**config.mk**
```make
export PLATFORM = sky130hd
export DESIGN_NAME = dev_err_regs
export DESIGN_NICKNAME = d
export VERILOG_FILES = /design/src/rtl/dev_err_pkg.sv /design/src/rtl/dev_err_pend_track.sv /design/src/rtl/dev_err_sticky.sv /design/src/rtl/dev_err_msg_gate.sv /design/src/rtl/dev_err_regs.sv
export SDC_FILE = /design/constraint.sdc
export NUM_CORES = 1
export LEC_CHECK = 0
export CORE_MARGIN = 2
export CORE_UTILIZATION = 39
export CTS_CLUSTER_SIZE = 12
export DETAILED_ROUTE_END_ITERATION = 8
export GPL_TIMING_DRIVEN = 1
export PLACE_DENSITY = 0.81
export SKIP_CTS_REPAIR_TIMING = 1
export SYNTH_ARGS = -nofsm -noshare
export SYNTH_HDL_FRONTEND = slang
export SYNTH_SLANG_ARGS = --single-unit
export TNS_END_PERCENT = 20
```
**constraint.sdc**
```tcl
create_clock -name clk -period 1.9 [get_ports clk]
set_clock_uncertainty 0.2 [all_clocks]
set_input_delay 0.19 -clock clk [delete_from_list [all_inputs] [get_ports clk]]
set_output_delay 0.19 -clock clk [all_outputs]
set_load 0.01 [all_outputs]
```
**src/rtl/dev_err_pkg.sv**
```systemverilog
package dev_err_pkg;

    localparam int REG_W    = 16;
    localparam int ADDR_W   = 8;
    localparam int NUM_CLS  = 3;   // correctable, non-fatal, fatal
    localparam int NUM_STAT = 4;   // the three classes plus unsupported request

    localparam logic [ADDR_W-1:0] CTRL_OFS = 8'h4C;
    localparam logic [ADDR_W-1:0] STAT_OFS = 8'h4E;

    // status word bit positions (software decodes these)
    localparam int STAT_CE_BIT   = 0;
    localparam int STAT_NF_BIT   = 1;
    localparam int STAT_FE_BIT   = 2;
    localparam int STAT_UR_BIT   = 3;
    localparam int STAT_AUX_BIT  = 4;
    localparam int STAT_PEND_BIT = 5;

    typedef enum logic [1:0] {
        PEND_IDLE = 2'd0,
        PEND_BUSY = 2'd1,
        PEND_FULL = 2'd2
    } pend_state_t;

    typedef logic [NUM_CLS-1:0]  cls_vec_t;
    typedef logic [NUM_STAT-1:0] stat_vec_t;

endpackage

```
**src/rtl/dev_err_pend_track.sv**
```systemverilog
module dev_err_pend_track
    import dev_err_pkg::*;
#(
    parameter int CNT_W = 6
) (
    input  logic             clk,
    input  logic             rst_n,
    input  logic             issue,
    input  logic             cpl,
    output logic [CNT_W-1:0] cnt,
    output logic             pending
);

    localparam logic [CNT_W-1:0] CNT_MAX  = {CNT_W{1'b1}};
    localparam logic [CNT_W-1:0] CNT_ONE  = {{(CNT_W-1){1'b0}}, 1'b1};
    localparam logic [CNT_W-1:0] CNT_NEAR = CNT_MAX - CNT_ONE;

    pend_state_t st_q, st_d;
    logic [CNT_W-1:0] cnt_q;
    logic issue_only, cpl_only, do_inc, do_dec;

    assign issue_only = issue & ~cpl;
    assign cpl_only   = cpl & ~issue;

    // next-state logic
    always_comb begin
        st_d = st_q;
        unique case (st_q)
            PEND_IDLE: begin
                if (issue_only) st_d = PEND_BUSY;
            end
            PEND_BUSY: begin
                if (cpl_only && cnt_q == CNT_ONE)        st_d = PEND_IDLE;
                else if (issue_only && cnt_q == CNT_NEAR) st_d = PEND_FULL;
            end
            PEND_FULL: begin
                if (cpl_only) st_d = PEND_BUSY;
            end
            default: st_d = PEND_IDLE;
        endcase
    end

    // state register
    always_ff @(posedge clk) begin
        if (!rst_n) st_q <= PEND_IDLE;
        else        st_q <= st_d;
    end

    // count guarded by the state: no increment when full, no decrement when idle
    assign do_inc = issue_only & (st_q != PEND_FULL);
    assign do_dec = cpl_only   & (st_q != PEND_IDLE);

    always_ff @(posedge clk) begin
        if (!rst_n)      cnt_q <= '0;
        else if (do_inc) cnt_q <= cnt_q + CNT_ONE;
        else if (do_dec) cnt_q <= cnt_q - CNT_ONE;
    end

    // outputs
    always_comb begin
        pending = (st_q != PEND_IDLE);
        cnt     = cnt_q;
    end

endmodule

```
**src/rtl/dev_err_sticky.sv**
```systemverilog
module dev_err_sticky #(
    parameter int N = 4
) (
    input  logic         clk,
    input  logic         rst_n,
    input  logic [N-1:0] set,
    input  logic [N-1:0] clr,
    output logic [N-1:0] q
);

    for (genvar i = 0; i < N; i++) begin : g_bit
        logic bit_q;
        always_ff @(posedge clk) begin
            if (!rst_n)      bit_q <= 1'b0;
            else if (set[i]) bit_q <= 1'b1;   // a new event beats a clear
            else if (clr[i]) bit_q <= 1'b0;
        end
        assign q[i] = bit_q;
    end

endmodule

```
**src/rtl/dev_err_msg_gate.sv**
```systemverilog
module dev_err_msg_gate #(
    parameter int N = 3
) (
    input  logic         clk,
    input  logic         rst_n,
    input  logic [N-1:0] evt,
    input  logic [N-1:0] en,
    input  logic [N-1:0] mask,
    output logic [N-1:0] msg
);

    for (genvar i = 0; i < N; i++) begin : g_cls
        logic req_q;
        always_ff @(posedge clk) begin
            if (!rst_n) req_q <= 1'b0;
            else        req_q <= evt[i] & en[i] & ~mask[i];
        end
        assign msg[i] = req_q;
    end

endmodule

```
**src/rtl/dev_err_regs.sv**
```systemverilog
module dev_err_regs
    import dev_err_pkg::*;
#(
    parameter int CNT_W = 6
) (
    input  logic              clk,
    input  logic              rst_n,
    input  logic              reg_wr,
    input  logic [ADDR_W-1:0] reg_addr,
    input  logic [1:0]        reg_be,
    input  logic [REG_W-1:0]  reg_wdata,
    output logic [REG_W-1:0]  reg_rdata,
    input  logic              err_corr,
    input  logic              err_nonfatal,
    input  logic              err_fatal,
    input  logic              ur_event,
    input  logic              ur_fwd,
    input  logic              mask_corr,
    input  logic              mask_nonfatal,
    input  logic              mask_fatal,
    input  logic              np_issue,
    input  logic              np_cpl,
    output logic              msg_corr,
    output logic              msg_nonfatal,
    output logic              msg_fatal
);

    logic ctrl_hit, stat_hit, ctrl_wr, stat_wr;
    cls_vec_t  ctrl_q, cls_evt, cls_mask, cls_msg;
    stat_vec_t stat_q, stat_set, stat_clr;
    logic [CNT_W-1:0] cnt_q;
    logic pending;
    logic unused_hi;

    // word decode, address bit 0 selects a byte and is not part of the decode
    assign ctrl_hit = (reg_addr[ADDR_W-1:1] == CTRL_OFS[ADDR_W-1:1]);
    assign stat_hit = (reg_addr[ADDR_W-1:1] == STAT_OFS[ADDR_W-1:1]);
    assign ctrl_wr  = reg_wr & ctrl_hit & reg_be[0];
    assign stat_wr  = reg_wr & stat_hit & reg_be[0];

    assign unused_hi = ^{reg_addr[0], reg_be[1], reg_wdata[REG_W-1:NUM_STAT]};

    // control word: three enables in the low byte
    always_ff @(posedge clk) begin
        if (!rst_n)       ctrl_q <= '0;
        else if (ctrl_wr) ctrl_q <= reg_wdata[NUM_CLS-1:0];
    end

    assign cls_evt  = {err_fatal, err_nonfatal, err_corr};
    assign cls_mask = {mask_fatal, mask_nonfatal, mask_corr};

    assign stat_set = {ur_event & ~ur_fwd, err_fatal, err_nonfatal, err_corr};
    assign stat_clr = stat_wr ? reg_wdata[NUM_STAT-1:0] : '0;

    dev_err_sticky #(.N(NUM_STAT)) u_sticky (
        .clk   (clk),
        .rst_n (rst_n),
        .set   (stat_set),
        .clr   (stat_clr),
        .q     (stat_q)
    );

    dev_err_msg_gate #(.N(NUM_CLS)) u_msg (
        .clk   (clk),
        .rst_n (rst_n),
        .evt   (cls_evt),
        .en    (ctrl_q),
        .mask  (cls_mask),
        .msg   (cls_msg)
    );

    dev_err_pend_track #(.CNT_W(CNT_W)) u_pend (
        .clk     (clk),
        .rst_n   (rst_n),
        .issue   (np_issue),
        .cpl     (np_cpl),
        .cnt     (cnt_q),
        .pending (pending)
    );

    assign msg_corr     = cls_msg[0];
    assign msg_nonfatal = cls_msg[1];
    assign msg_fatal    = cls_msg[2];

    // read mux
    always_comb begin
        reg_rdata = '0;
        if (ctrl_hit) begin
            reg_rdata[NUM_CLS-1:0] = ctrl_q;
        end else if (stat_hit) begin
            reg_rdata[NUM_STAT-1:0] = stat_q;
            reg_rdata[STAT_AUX_BIT]  = 1'b0;
            reg_rdata[STAT_PEND_BIT] = pending;
        end
    end

endmodule

```
; Word level (Yosys, flattened, before mapping)
; Index checks and enable logic that the tools add are counted.
[word_totals]
regBits = 18
out_inout_bits = 19
elab_cells = 72
[op_classes]
n_addsub = 2
n_eq_ne = 10
muxes = 19
bitwise_logic = 21
n_reduce_logical = 10
[op_table]
columns = operator, count
row1 = $mux 6, 3
row2 = $and 1x1->1, 15
row3 = $eq 7x6->1 const B, 2
row4 = $reduce_bool 2->1, 6
row5 = $mux 1, 8
row6 = $mux 2, 4
row7 = $add 6x1->6 const B, 1
row8 = $eq 6x1->1 const B, 1
row9 = $eq 6x6->1 const B, 1
row10 = $mux 3, 2
row11 = $not 1->1, 6
row12 = $pmux 2 s3, 1
row13 = $sub 6x1->6 const B, 1
row14 = $mux 4, 1
row15 = $ne 2x1->1 const B, 2
row16 = $ne 3x1->1 const B, 1
row17 = $reduce_and 3->1, 1
row18 = $eq 2x1->1 const B, 1
row19 = $eq 2x2->1 const B, 1
row20 = $logic_and 1x1->1, 2
row21 = $logic_not 2->1, 1
row22 = $ne 2x2->1 const B, 1

; Longest topological paths before layout
[depth]
word_depth = 6
depth_mapped = 6
ltp_nobuf = 6

; By module
; From an unflattened synthesis, not the netlist that was laid out.
[unflattened]
cells_unflattened = 139
hier_area_um2 = 1262.5
[modules_own_cells]
columns = mod, instances, cells_per_inst, area_per_inst_um2, seq_area_each_um2
row1 = dev_err_pend_track, 1, 68, 575.6, 160.2
row2 = dev_err_regs, 1, 46, 379.1, 60.1
row3 = dev_err_sticky, 1, 16, 195.2, 80.1
row4 = dev_err_msg_gate, 1, 9, 112.6, 60.1

; Least setup slack after synthesis
; OpenSTA, ideal clock, no wires.
[synth_timing]
path_type = reg2reg
start = reg u_pend.cnt_q[0], in the netlist u_pend.cnt[0]
end = reg u_pend.cnt_q[4], in the netlist u_pend.cnt[4]
setup_time_ns = 0.072
arrival_time_ns = 1.280
required_time_ns = 1.628
slack_ns = 0.348
path_stages_with_launch = 6
path_buffers = 0
path_cell_list = dfxtp_1 -> inv_1 -> ha_1 -> or3b_4 -> a22oi_2 -> mux2i_1
[synth_between]
elab_chain_len = 3
[synth_lines]
columns = element, line_no
row1 = start: declaration, dev_err_pend_track.sv:19  ; logic [CNT_W-1:0] cnt_q;
row2 = start signal: assignment, dev_err_pend_track.sv:55  ; else if (do_inc) cnt_q <= cnt_q + CNT_ONE;
row3 = start signal: assignment, dev_err_pend_track.sv:56  ; else if (do_dec) cnt_q <= cnt_q - CNT_ONE;
row4 = $sub 6x1->6, dev_err_pend_track.sv:56
row5 = $mux 6, dev_err_pend_track.sv:56
row6 = $mux 6 *, dev_err_pend_track.sv:55
; Every way passes the cells marked *; elsewhere a longest branch is shown, timed or not. The select of a mux whose other input is x is not followed.
; A chain may end at the register's enable or synchronous reset.

; Final worst setup path
[layout_timing]
start = in reg_addr[6]
end = out reg_rdata[1]
[layout_between]
elab_chain_len = 3
[layout_lines]
columns = element, line_no
row1 = start: declaration, dev_err_regs.sv:9  ; input logic [ADDR_W-1:0] reg_addr,
row2 = $eq 7x6->1, dev_err_regs.sv:37  ; assign stat_hit = (reg_addr[ADDR_W-1:1] == STAT_OFS[ADDR_W-1:1]);
row3 = $mux 6, dev_err_regs.sv:90  ; end else if (stat_hit) begin
row4 = $mux 3 *, dev_err_regs.sv:88  ; if (ctrl_hit) begin
row5 = end: declaration, dev_err_regs.sv:12  ; output logic [REG_W-1:0] reg_rdata,
; Every way passes the cells marked *; elsewhere a longest branch is shown, timed or not.

==> summary.md <==
| Metric | Value |
|---|---|
| RePlAce Congestion | 0.815 |
| Startpoint types | primary input |
| Post-synth EDFFs | 0 |
| Netlist cell types | 40 |
| Max Slew Vio Count | 0 |
| Largest net degree at the start of global routing | 11 |
| Die area | 0.00329 mm² |
| Hold Startpoint | mask_fatal |
| Die Width | 57.3 µm |
| Vias in the first global route | 1029 |
| Ys Warns | 0 |
| CP Capture Type | output port |
| #FFs+latches synth | 18 |
| Non-filler cells, final | 201 |
| Initial antenna violation count | 0 |
| Post-layout minimum cycle time | 1.84 ns |
| Dpl hpwl | 2130 µm |
| DR pass1 iterations | 4 |
| GRT Util Overall | 16.6% |
| Root buffer cell | clkbuf_4 |
| Final setup TNS | 0 ns |
| Max incr delay on CP | 0.45 ns |
| Crit-path cells | clkdlybuf4s50_1 -> nor4b_4 -> nand3_2 -> buf_4 -> nor2_2 -> buf_2 |
| Pwr Density | 519 mW/mm² |
| Maxcap violations | 0 |
| Clk_lat worst skew | 0.29 ns |
| Peak VDD IR | 506 µV |
| Post-Synthesis Cells | 130 |
| Antenna fix cells | 0 |
| I/O Buffers | 32 |
| Fin nets | 214 |
| Asr flop ratio synth | 0% |
| Setup violators final | 0 |
| Status | completed |
| Average size of a mapped cell | 8.54 µm² |
| Residual DRC | 0 |
| Final Hold Vio Count | 0 |
| Starting density of the core | 40.6% |
| Clock transition at path regs | 0.09 ns |
| Cell Rows | 19 |
| First-pass GRT wire length | 4340 µm |
| I/O pin total | 58 |
| Clk sinks | 18 |
| GR Overflow Total | 0 |
| Ys flop type | dfxtp_1 |
| Reg-to-Reg Start | u_pend.cnt[0] |
| CTS Buf Count | 3 |
| Slowest cell on crit path | clkdlybuf4s50_1 |
| Final period util | 96.8% |
| CTS Buffer Depth | 2 |
| WL per Instance | 13.4 µm |
| Crit-path max FO | 4 |
| Drt total wl | 2690 µm |
| Data required, critical path | 1.51 ns |
| Sequential share of the synthesized area | 32.5% |
| Die Ht | 57.3 µm |
| Post-Layout Inst Area | 0.00153 mm² |
| Static Leak | 0.000662 µW |
| Post-Syn Area | 0.00111 mm² |
| Highest clock rate | 543 MHz |
| Setup CP Type | in2out |
| Crit path launch | reg_addr[6] |
| Vias/cell | 5.21 |
| Post-route ant nets | 0 |
| Hold Path Class | in2reg |
| Arrival time worst endpoint | 1.45 ns |
| TritonCTS clock tree | done |
| DR iter-0 viols | 26 |
| Vias | 1048 |
| Area growth from synthesis to layout | 38.1% |
| Layout cell share with drive strength beyond 1 | 17.1% |
| Placed cell areas | 0.00146 mm² |
| Post-Place Cells | 196 |
| H-tree levels | 1 |
| Core area | 0.00273 mm² |
## cells in the mapped netlist, types with 2 or more instances
cell / count / area [µm²]
inv_1: 3 / 11.3
nand3_1: 4 / 20.0
buf_2: 2 / 10.0
nor2_1: 11 / 41.3
and2_1: 2 / 12.5
nor3b_1: 3 / 22.5
nor2b_1: 2 / 12.5
mux2i_1: 10 / 100
a211oi_1: 2 / 15.0
nand2_1: 8 / 30.0
and3b_1: 2 / 17.5
o21ai_0: 4 / 20.0
o21ai_1: 2 / 10.0
a21oi_1: 5 / 25.0
nor3_1: 7 / 35.0
ha_1: 4 / 50.1
buf_4: 11 / 82.6
dfxtp_1: 18 / 360
nand2b_1: 9 / 56.3
## sequential cells by signal, indices dropped and copies added, names as in the netlist
signal / count
u_pend.cnt: 6
u_pend.st_q: 2
u_msg.g_cls.req_q: 3
ctrl_q: 3
u_sticky.g_bit.bit_q: 4
## metal layers
metal,GRT usage (%),share of wire (%),vias to the layer above
met5,0,0,-
met4,4.98,1.2,0
met3,3.85,4.7,4
met2,30.2,53,28
met1,19.1,41,498
li1,-,-,518
## cells by family after synthesis
kind of cell               count (synthesis)  synth area share, %
buffers and inverters                     18                 10.0
DFF                                       18                 32.5
muxes                                     11                 10.0
and+or+nand+nor                           60                 31.9
adders and majority gates                  4                 4.51
AOI/OAI and AO/OA                         18                 10.7
other                                      1                0.338
## stage by stage
stage / utilization, % / total power (µW) / hold slack [ns] / setup slack (ns)
final: 56.1 / 795 / 0.256 / 0.0600
after CTS: 54.8 / 802 / 0.244 / -0.449
after global routing: 56.1 / 845 / 0.241 / -0.0268
after detailed placement: 53.5 / 567 / 0.268 / -0.441
after floorplan: - / 501 / 0.0666 / 0.348
after global placement: 53.5 / 560 / 0.266 / -0.364
## where the power goes
group	total [µW]	switching [µW]	leakage [µW]	internal [µW]
Sequential	405	14.2	0.000147	391
Combinational	160	73.2	0.000494	86.9
Clock	230	113	0.0000210	116
## final cells by class
| class | count | area [µm²] |
|---|---|---|
| fillers | 256 | 1200 |
| repair buffers | 40 | 378 |
| clock buffers | 4 | 36.3 |
| flip-flops and latches | 18 | 360 |
| multi-input cells | 104 | 704 |
| inverters | 4 | 15.0 |
| well taps | 31 | 38.8 |
## worst paths after layout
path / endpoint / slack [ns] / cells past startpoint
max: reg_rdata[1] / 0.06 / 6
min: u_msg.g_cls[2].req_q / 0.26 / 2
max reg2reg: u_pend.cnt[4] / 0.24 / 5
min reg2reg: u_msg.g_cls[1].req_q / 0.28 / 2
## layout by cell type (no fill, tap or decap), types with 4 or more instances in the layout
cell type        count
a21oi_1              5
buf_4                8
clkdlybuf4s50_1     24
conb_1              11
dfxtp_1             18
dlymetal6s2s_1       5
ha_1                 4
mux2i_1             10
nand2_1              8
nand2b_1             9
nor2_1               7
nor2_2               5
nor3_1               6
o21ai_0              4
## worst max-delay path: cells and delay by family
kind	cells	cell delay [ns]
buf+inv	3	0.77
simple gates	3	0.48
Power figures use the tool's default switching activity.
